--- config.mk ---
export PLATFORM = sky130hd
export DESIGN_NAME = uart_tx_cfg
export DESIGN_NICKNAME = d
export VERILOG_FILES = /design/src/rtl/uart_txc_pkg.sv /design/src/rtl/txc_rst_sync.sv /design/src/rtl/txc_cfg_reg.sv /design/src/rtl/txc_baud_gen.sv /design/src/rtl/txc_tx_fsm.sv /design/src/rtl/uart_tx_cfg.sv
export SDC_FILE = /design/constraint.sdc
export NUM_CORES = 1
export LEC_CHECK = 0
export ABC_AREA = 1
export CAP_MARGIN = 10
export CORE_UTILIZATION = 58
export DETAILED_ROUTE_END_ITERATION = 6
export MAX_ROUTING_LAYER = met4
export PLACE_DENSITY = 0.79
export SYNTH_ARGS = -nofsm -noshare
export SYNTH_HDL_FRONTEND = slang
export SYNTH_SLANG_ARGS = --single-unit
--- constraint.sdc ---
create_clock -name clk_i -period 2.2 [get_ports clk_i]
set_input_delay 0.33 -clock clk_i [delete_from_list [all_inputs] [get_ports clk_i]]
set_output_delay 0.33 -clock clk_i [all_outputs]
set_load 0.03 [all_outputs]
--- src/rtl/uart_txc_pkg.sv ---
`timescale 1ns/1ps
package uart_txc_pkg;

  localparam int unsigned SEL_W   = 3;
  localparam int unsigned N_RATES = 1 << SEL_W;

  typedef struct packed {
    logic [2:0] len_m1;    // data bits minus one, 4..7
    logic       par_en;
    logic       par_odd;
    logic       two_stop;
  } fmt_t;

  typedef enum logic [2:0] {
    TX_IDLE, TX_START, TX_DATA, TX_PARITY, TX_STOP
  } tx_state_e;

  function automatic fmt_t ctrl_to_fmt(logic [4:0] w);
    fmt_t f;
    f.len_m1   = 3'd4 + {1'b0, w[4:3]};
    f.par_en   = w[2];
    f.par_odd  = w[1];
    f.two_stop = w[0];
    return f;
  endfunction

endpackage

--- src/rtl/txc_rst_sync.sv ---
`timescale 1ns/1ps
module txc_rst_sync (
  input  logic clk_i,
  input  logic rst_ni,
  output logic rst_o
);
  logic rst_q;

  always_ff @(posedge clk_i or negedge rst_ni) begin
    if (!rst_ni) rst_q <= 1'b1;
    else         rst_q <= 1'b0;
  end

  assign rst_o = rst_q;

  assert_release_R8: assert property (@(posedge clk_i) disable iff (!rst_ni)
    $past(rst_ni) |-> !rst_o);

endmodule

--- src/rtl/txc_cfg_reg.sv ---
`timescale 1ns/1ps
module txc_cfg_reg
  import uart_txc_pkg::*;
#(
  parameter int unsigned REF_COUNT = 1843200,
  parameter int unsigned BAUD_RATES [N_RATES] = '{1200, 2400, 4800, 9600,
                                                   19200, 38400, 57600, 115200},
  parameter int unsigned DIV_W = 21
) (
  input  logic             clk_i,
  input  logic             rst_i,
  input  logic             load_i,
  input  logic [7:0]       ctrl_i,
  output fmt_t             fmt_o,
  output logic [DIV_W-1:0] div_o
);
  fmt_t             fmt_q;
  logic [SEL_W-1:0] sel_q;
  logic [DIV_W-1:0] div_tab [N_RATES];

  for (genvar g = 0; g < N_RATES; g++) begin : g_div
    assign div_tab[g] = DIV_W'(REF_COUNT / BAUD_RATES[g] - 1);
  end

  // synchronous capture; reset acts as a load
  always_ff @(posedge clk_i) begin
    if (rst_i || load_i) begin
      fmt_q <= ctrl_to_fmt(ctrl_i[4:0]);
      sel_q <= ctrl_i[7:5];
    end
  end

  assign fmt_o = fmt_q;
  assign div_o = div_tab[sel_q];

  assert_cfg_hold_R6: assert property (@(posedge clk_i) disable iff (rst_i)
    !load_i |=> ($stable(fmt_q) && $stable(sel_q)));

endmodule

--- src/rtl/txc_baud_gen.sv ---
`timescale 1ns/1ps
module txc_baud_gen #(
  parameter int unsigned DIV_W = 21
) (
  input  logic             clk_i,
  input  logic             rst_i,
  input  logic             restart_i,
  input  logic [DIV_W-1:0] div_i,
  output logic             tick_o
);
  logic [DIV_W-1:0] cnt_q;

  always_ff @(posedge clk_i or posedge rst_i) begin
    if (rst_i)                      cnt_q <= '0;
    else if (restart_i || tick_o)   cnt_q <= div_i;
    else                            cnt_q <= cnt_q - 1'b1;
  end

  assign tick_o = (cnt_q == '0);

  assert_cnt_bound_R2: assert property (@(posedge clk_i) disable iff (rst_i)
    !restart_i |-> (cnt_q <= div_i));

endmodule

--- src/rtl/txc_tx_fsm.sv ---
`timescale 1ns/1ps
module txc_tx_fsm
  import uart_txc_pkg::*;
#(
  parameter int unsigned DIV_W = 21
) (
  input  logic             clk_i,
  input  logic             rst_i,
  input  fmt_t             fmt_i,
  input  logic [DIV_W-1:0] div_i,
  input  logic             valid_i,
  input  logic [7:0]       data_i,
  input  logic             tick_i,
  output logic             restart_o,
  output logic [DIV_W-1:0] div_o,
  output logic             ready_o,
  output logic             tx_o
);
  tx_state_e        state_q;
  logic             tx_q;
  logic [7:0]       shreg_q;
  logic [2:0]       bit_cnt_q;
  logic             stop_cnt_q;
  logic             par_q;
  fmt_t             frm_q;
  logic [DIV_W-1:0] frm_div_q;
  logic             accept;

  assign accept    = (state_q == TX_IDLE) && valid_i;
  assign restart_o = accept;
  assign div_o     = accept ? div_i : frm_div_q;  // new divisor seeds the start bit

  always_ff @(posedge clk_i or posedge rst_i) begin
    if (rst_i) begin
      state_q    <= TX_IDLE;
      tx_q       <= 1'b1;
      shreg_q    <= '0;
      bit_cnt_q  <= '0;
      stop_cnt_q <= 1'b0;
      par_q      <= 1'b0;
      frm_q      <= '0;
      frm_div_q  <= '0;
    end else begin
      unique case (state_q)
        TX_IDLE: if (valid_i) begin
          state_q   <= TX_START;
          tx_q      <= 1'b0;
          shreg_q   <= data_i;
          frm_q     <= fmt_i;
          frm_div_q <= div_i;
        end
        TX_START: if (tick_i) begin
          state_q   <= TX_DATA;
          tx_q      <= shreg_q[0];
          par_q     <= shreg_q[0];
          shreg_q   <= shreg_q >> 1;
          bit_cnt_q <= '0;
        end
        TX_DATA: if (tick_i) begin
          if (bit_cnt_q == frm_q.len_m1) begin
            stop_cnt_q <= 1'b0;
            if (frm_q.par_en) begin
              state_q <= TX_PARITY;
              tx_q    <= par_q ^ frm_q.par_odd;
            end else begin
              state_q <= TX_STOP;
              tx_q    <= 1'b1;
            end
          end else begin
            bit_cnt_q <= bit_cnt_q + 1'b1;
            tx_q      <= shreg_q[0];
            par_q     <= par_q ^ shreg_q[0];
            shreg_q   <= shreg_q >> 1;
          end
        end
        TX_PARITY: if (tick_i) begin
          state_q <= TX_STOP;
          tx_q    <= 1'b1;
        end
        TX_STOP: if (tick_i) begin
          if (stop_cnt_q == frm_q.two_stop) state_q <= TX_IDLE;
          else                              stop_cnt_q <= 1'b1;
        end
        default: state_q <= TX_IDLE;
      endcase
    end
  end

  assign ready_o = (state_q == TX_IDLE) && !rst_i;
  assign tx_o    = tx_q;

  assert_start_low_R1: assert property (@(posedge clk_i) disable iff (rst_i)
    (state_q == TX_START) |-> !tx_q);

  assert_bit_cnt_R1: assert property (@(posedge clk_i) disable iff (rst_i)
    (state_q == TX_DATA) |-> (bit_cnt_q <= frm_q.len_m1));

  assert_stop_high_R4: assert property (@(posedge clk_i) disable iff (rst_i)
    (state_q == TX_STOP) |-> tx_q);

  assert_busy_R5: assert property (@(posedge clk_i) disable iff (rst_i)
    (valid_i && ready_o) |=> !ready_o);

  assert_idle_line_R5: assert property (@(posedge clk_i) disable iff (rst_i)
    ready_o |-> tx_o);

  assert_frame_fmt_R7: assert property (@(posedge clk_i) disable iff (rst_i)
    (state_q != TX_IDLE && $past(state_q) != TX_IDLE)
      |-> ($stable(frm_q) && $stable(frm_div_q)));

endmodule

--- src/rtl/uart_tx_cfg.sv ---
`timescale 1ns/1ps
module uart_tx_cfg
  import uart_txc_pkg::*;
#(
  parameter int unsigned REF_COUNT = 1843200,
  parameter int unsigned BAUD_RATES [N_RATES] = '{1200, 2400, 4800, 9600,
                                                   19200, 38400, 57600, 115200}
) (
  input  logic       clk_i,
  input  logic       rst_ni,
  input  logic [7:0] ctrl_i,
  input  logic       load_i,
  input  logic       valid_i,
  input  logic [7:0] data_i,
  output logic       ready_o,
  output logic       tx_o
);
  localparam int unsigned DIV_W = $clog2(REF_COUNT + 1);

  logic             sys_rst;
  fmt_t             fmt;
  logic [DIV_W-1:0] cfg_div;
  logic [DIV_W-1:0] run_div;
  logic             restart;
  logic             tick;

  txc_rst_sync i_rst (
    .clk_i (clk_i),
    .rst_ni(rst_ni),
    .rst_o (sys_rst)
  );

  txc_cfg_reg #(
    .REF_COUNT (REF_COUNT),
    .BAUD_RATES(BAUD_RATES),
    .DIV_W     (DIV_W)
  ) i_cfg (
    .clk_i (clk_i),
    .rst_i (sys_rst),
    .load_i(load_i),
    .ctrl_i(ctrl_i),
    .fmt_o (fmt),
    .div_o (cfg_div)
  );

  txc_baud_gen #(.DIV_W(DIV_W)) i_baud (
    .clk_i    (clk_i),
    .rst_i    (sys_rst),
    .restart_i(restart),
    .div_i    (run_div),
    .tick_o   (tick)
  );

  txc_tx_fsm #(.DIV_W(DIV_W)) i_fsm (
    .clk_i    (clk_i),
    .rst_i    (sys_rst),
    .fmt_i    (fmt),
    .div_i    (cfg_div),
    .valid_i  (valid_i),
    .data_i   (data_i),
    .tick_i   (tick),
    .restart_o(restart),
    .div_o    (run_div),
    .ready_o  (ready_o),
    .tx_o     (tx_o)
  );

  assert_reset_quiet_R8: assert property (@(posedge clk_i) disable iff (!rst_ni)
    sys_rst |-> (tx_o && !ready_o));

endmodule

* Word-level counts from Yosys, hierarchy flattened
Memory sizes are Yosys's and may differ from the RTL's.
Cells that the tools add are included.
** Word-level totals
- Output and inout port bits :: 2
- Input port bits :: 20
- Memories :: 1
- ROM bits :: 168
- Flip-flop bits (word level) :: 75
- Word-level logic and storage cells :: 95
** Memory list
- (no name shown) :: depth 8, width 21, read ports 1, clocked after Yosys merged registers in 0, write ports 0, RTL line txc_cfg_reg.sv:34 : assign div_o = div_tab[sel_q];
** Cells by class
- Multiplexer cells :: 37
- Bitwise gates (word level) :: 3
- Equal/unequal tests :: 15
- Magnitude comparators :: 1
- $add $sub $neg :: 3
- Reduce and logical (&&, ||, !) cells :: 17
** Operators by type and width (count)
- $mux W21 :: 4
- $mux W3 :: 11
- $mux W8 :: 4
- $pmux W8 S3 :: 1
- $logic_not A21 Y1 :: 1
- $sub A21 B1 Y21 const B :: 1
- $pmux W3 S5 :: 1
- $reduce_and A5 Y1 :: 3
- $ne A2 B2 Y1 const B :: 7
- $mux W1 :: 12
- $reduce_and A7 Y1 :: 1
- $eq A3 B2 Y1 const B :: 2
- $pmux W3 S2 :: 1
- $ge A4 B4 Y1 const B :: 1
- $ne A2 B1 Y1 const B :: 2
- $not A3 Y4 :: 1
- $pmux W1 S2 :: 2
- $pmux W1 S4 :: 1
- $reduce_and A4 Y1 :: 1
- $reduce_bool A2 Y1 :: 2
- $reduce_bool A4 Y1 :: 1
- $add A3 B1 Y3 const B :: 1
- $add A3 B2 Y3 const A :: 1
- $eq A3 B1 Y1 const B :: 1
- 10 further kinds :: 13

* Longest topological paths before layout
- Depth after elaboration :: 6
- Gate-level depth with buffers :: 11
- Gate-level depth less buffers :: 11

* Modules after synthesis
A second synthesis with hierarchy kept.
** Unflattened totals
- Cell total of the unflattened synthesis :: 529
- Area total of the unflattened synthesis :: 4077.7 µm²
** Modules (own cells, without submodules)
- txc_tx_fsm :: cells each 281, times used 1, area each 2230.9 µm², sequential area each 1102.3 µm²
- txc_baud_gen :: cells each 206, times used 1, area each 1386.3 µm², sequential area each 525.5 µm²
- txc_cfg_reg :: cells each 40, times used 1, area each 430.4 µm², sequential area each 240.2 µm²
- txc_rst_sync :: cells each 2, times used 1, area each 30.0 µm², sequential area each 26.3 µm²

* Worst setup path after synthesis
No wires, ideal clock.
- Kind :: reg-to-reg
- Start point :: register i_baud.cnt_q[0]
- End point :: register i_fsm.shreg_q[0]
- Cell stages (with the launch flop) :: 10
- Setup time :: 0.117 ns
- Buffers on the path :: 0
- Period minus slack after synthesis :: 1.630 ns
- Slack :: 0.570 ns
- Arrival :: 1.513 ns
- Path through :: dfrtp_1 > inv_1 > ha_1 > nand2_2 > nor2_4 > nand3_4 > a21oi_4 > nand3_4 > nand2_1 > nand2_1
** Between the ends
- Longest elaborated chain between the ends :: 3
- Elaborated cells on any way between the ends :: 4
** Ends and longest elaborated chain
- from (decl) :: RTL line txc_baud_gen.sv:11 : logic [DIV_W-1:0] cnt_q;
- from (signal assigned) :: RTL line txc_baud_gen.sv:15 : else if (restart_i || tick_o) cnt_q <= div_i;
- from (signal assigned) :: RTL line txc_baud_gen.sv:16 : else cnt_q <= cnt_q - 1'b1;
- $logic_not A21 Y1 (*) :: RTL line txc_baud_gen.sv:19 : assign tick_o = (cnt_q == '0);
- $ne A2 B2 Y1 (no line)
- $reduce_and A5 Y1 (no line) (*)
- to (signal assigned) :: RTL line txc_tx_fsm.sv:48 : shreg_q <= data_i;
- to (signal assigned) :: RTL line txc_tx_fsm.sv:56 : shreg_q <= shreg_q >> 1;
- to (signal assigned) :: RTL line txc_tx_fsm.sv:73 : shreg_q <= shreg_q >> 1;
- to (decl) :: RTL line txc_tx_fsm.sv:21 : logic [7:0] shreg_q;
Mark *: on every way between the ends. The rest lies on a longest branch, timed or not.
A chain may end at the register's enable or synchronous reset.

* Worst setup path after layout
- Start point :: register i_fsm.state_q[0]
- End point :: output ready_o
** Between the ends
- Longest elaborated chain between the ends :: 2
** Ends and longest elaborated chain
- from (decl) :: RTL line txc_tx_fsm.sv:19 : tx_state_e state_q;
- from (signal assigned) :: RTL line txc_tx_fsm.sv:35 : state_q <= TX_IDLE;
- from (signal assigned) :: RTL line txc_tx_fsm.sv:46 : state_q <= TX_START;
- from (signal assigned) :: RTL line txc_tx_fsm.sv:53 : state_q <= TX_DATA;
- $logic_not A3 Y1 :: RTL line txc_tx_fsm.sv:89 : assign ready_o = (state_q == TX_IDLE) && !rst_i;
- $logic_and A1 B1 Y1 :: RTL line txc_tx_fsm.sv:89
- to (decl) :: RTL line uart_tx_cfg.sv:15 : output logic ready_o,
No other way between the ends.

==> results.ini <==
[status]
status=completed

[sta]
max_freq_mhz=511
finalSetupTns_ps=0
fin_crit_ps=1960
slew_violations=0
fin_skew_ps=9.53
finalCritPeriodShare_pct=88.9
hold_violations=0
setup_viol=0
relSlewSlack_pct=55.1
tightestPinTransition_ps=672
rsz0062_at_grt=no

[layout]
post-route-util_pct=73.1
multi_input_area_mm2=0.00136
diodes=0
syn_to_final_growth_pct=17.5
stdcell_count=470
drive_above_1_share_pct=11.9
num-nets-final=420
regArea_mm2=0.00154
final_common_cell=nand2_1
final_cell_mix=nand2_1, dfrtp_1, nor2_1
design_area_mm2=0.00357
nFillCells=378

[synthesis]
yosys_register_bits=60
synth.avg_cell_area_um2=8.32
syn-cell-area_mm2=0.00304
syn_inst=365
ys_types=34
syn-num-nets=387
ys_warn_count=0
synth_seq_area_share_pct=50.8

[cts]
cts_tree=built
numCtsBuffers=9
clock_path_buffers=2
h-tree-depth=3
clock_latency_ps=350
post-cts-setup-buffer-count=0
clock-root-buffer=clkbuf_8
cts.sinks=60
clk_pin_slew_ps=70

[setup_path]
cp_max_fo=4
path_cells=nor2_1, nand2_1, nor2_1, dlygate4sd2_1
cp_common_cell=nor2_1
startpoint_type=flip-flop
reg2reg_depth=11
path_depth=4
crit_required_ps=1870
critPathTopFamily=flip-flops
crit_path_end_kind=output pin
slowest_delay_ps=440
path_buf_inv=1
cp_slowest_cell=dfrtp_1
arrival_ps=1630
worstSetupPathType=reg2out

[worst_hold_path]
hold_class=in2async

[power]
power_density_mw_per_mm2=1340
power_leakage_nw=1.75
worst_ir_drop_vdd_mv=0.766
power.total_w=0.00479

[floorplan]
die_width_um=74.4
dieArea_mm2=0.00553
start_util_pct=62.3
coreArea_mm2=0.00488
die_h_um=74.4
io_pins=22
std_cell_rows=25

[place]
port_buffers=21
dp.cells=454
hpwl_um=4570
place_area_mm2=0.00335
routabilityCongestion=0.830

[route]
drt_iter0_drc=140
route.antenna.remaining_nets=0
drt-pass1-iter-count=7
drc=0
wl_um=6230
num_vias=2461
wire_per_inst_um=13.2
vias_per_cell=5.24

[global_routing]
grt_antenna_before_repair=0
grt-ovfl-total=0
grt_max_degree=33
grt_pass1_wl_um=10700
grt_usage_pct=27.3
first_global_vias=2354

[job]
maxCapViolations=0

## cells in the mapped netlist, drive strengths merged
cell type / n / area (um2)
dfstp: 2 / 52.6
o21a: 2 / 15.0
edfxtp: 8 / 240
nand3: 16 / 105
nor2: 50 / 228
and3: 1 / 6.26
conb: 1 / 3.75
inv: 31 / 124
nor3: 4 / 31.3
o31ai: 2 / 15.0
buf: 3 / 15.0
o211ai: 2 / 20.0
a21oi: 11 / 66.3
ha: 2 / 25.0
nand2: 128 / 498
a31oi: 2 / 12.5
xnor2: 10 / 87.6
o21ai: 22 / 114
or2: 2 / 12.5
xor2: 6 / 52.6
dfrtp: 50 / 1250
nand4: 10 / 62.6
## metrics by stage
| step | setup slack (ps) | hold WS, ps |
|---|---|---|
| finish | 243 | 312 |
| floorplan | 570 | 182 |
| detailed placement | 306 | 397 |
| global placement | 333 | 407 |
| CTS | 215 | 297 |
| global route | 107 | 305 |
## state kept, by name, indices dropped and copies added, names as in the netlist
register / flops
i_fsm.state_q: 3
i_fsm.frm_div_q: 8
i_fsm.bit_cnt_q: 3
i_fsm.stop_cnt_q: 1
i_cfg.sel_q: 3
i_rst.rst_o: 1
i_fsm.shreg_q: 8
i_fsm.frm_q: 5
i_fsm.par_q: 1
i_fsm.tx_o: 1
i_baud.cnt_q: 21
i_cfg.fmt_o: 5
## repair_timing
item,4_1_cts,5_1_grt
gates resized for setup,1,0
hold endpoints to repair,0,0
endpoints found under the setup margin,1,0
hold buffers,0,0
## path summary, 6_finish.rpt
path / slack (ps) / from / to
hold reg to reg: 370 / i_rst.rst_o / i_fsm.frm_q[1]
hold / removal: 310 / rst_ni / i_rst.rst_o
setup / recovery: 240 / i_fsm.state_q[0] / ready_o
min in group clk_i: 470 / i_cfg.fmt_o[0] / i_fsm.frm_q[0]
max in group asynchronous: 1140 / i_rst.rst_o / i_fsm.tx_o
setup reg to reg: 290 / i_baud.cnt_q[0] / i_fsm.state_q[1]
## layer usage
layer  track usage (%)  wire [um]  up-vias
li1                  -          -     1240
met1              37.5       3060     1155
met2              38.9       2800       59
met3              6.10        294        7
met4              11.7         68        0
met5                 -          0        -
## kinds of logic after synthesis
kind of cell / after synthesis / synth area share, %
XOR/XNOR: 16 / 4.61
AND/OR/NAND/NOR: 211 / 31.1
adder cells (fa/ha/maj): 2 / 0.824
flip-flops: 60 / 50.8
buffers and inverters: 34 / 4.57
AO/OA/AOI/OAI: 41 / 7.99
other: 1 / 0.123
## worst register-to-register path, stage by stage, from the launching register on
cell and delay [ps]:
dfrtp_1 420, inv_1 80, ha_1 210, nand2_2 100
nor2_4 180, nand2_1 140, nor2_1 170, nand2_1 90
nand2_2 120, nand3_1 150, nand2_1 90, nand2_1 50
## power breakdown
group | switching [W] | internal [W] | leakage (nW) | total (W)
clock | 0.000465 | 0.000642 | 0.110 | 0.00111
combinational | 0.00125 | 0.000690 | 0.905 | 0.00194
sequential | 0.000263 | 0.00148 | 0.738 | 0.00174
total | 0.00198 | 0.00281 | 1.75 | 0.00479
## layout make-up
class	count	area share (%)
clock buffer	9	3.47
clock inverter	7	2.77
inverter	31	3.47
multi-input combinational	271	38.0
sequential	60	43.3
tap	67	2.35
timing repair buffer	25	6.70
No activity file was read; power rests on OpenSTA's default activity.
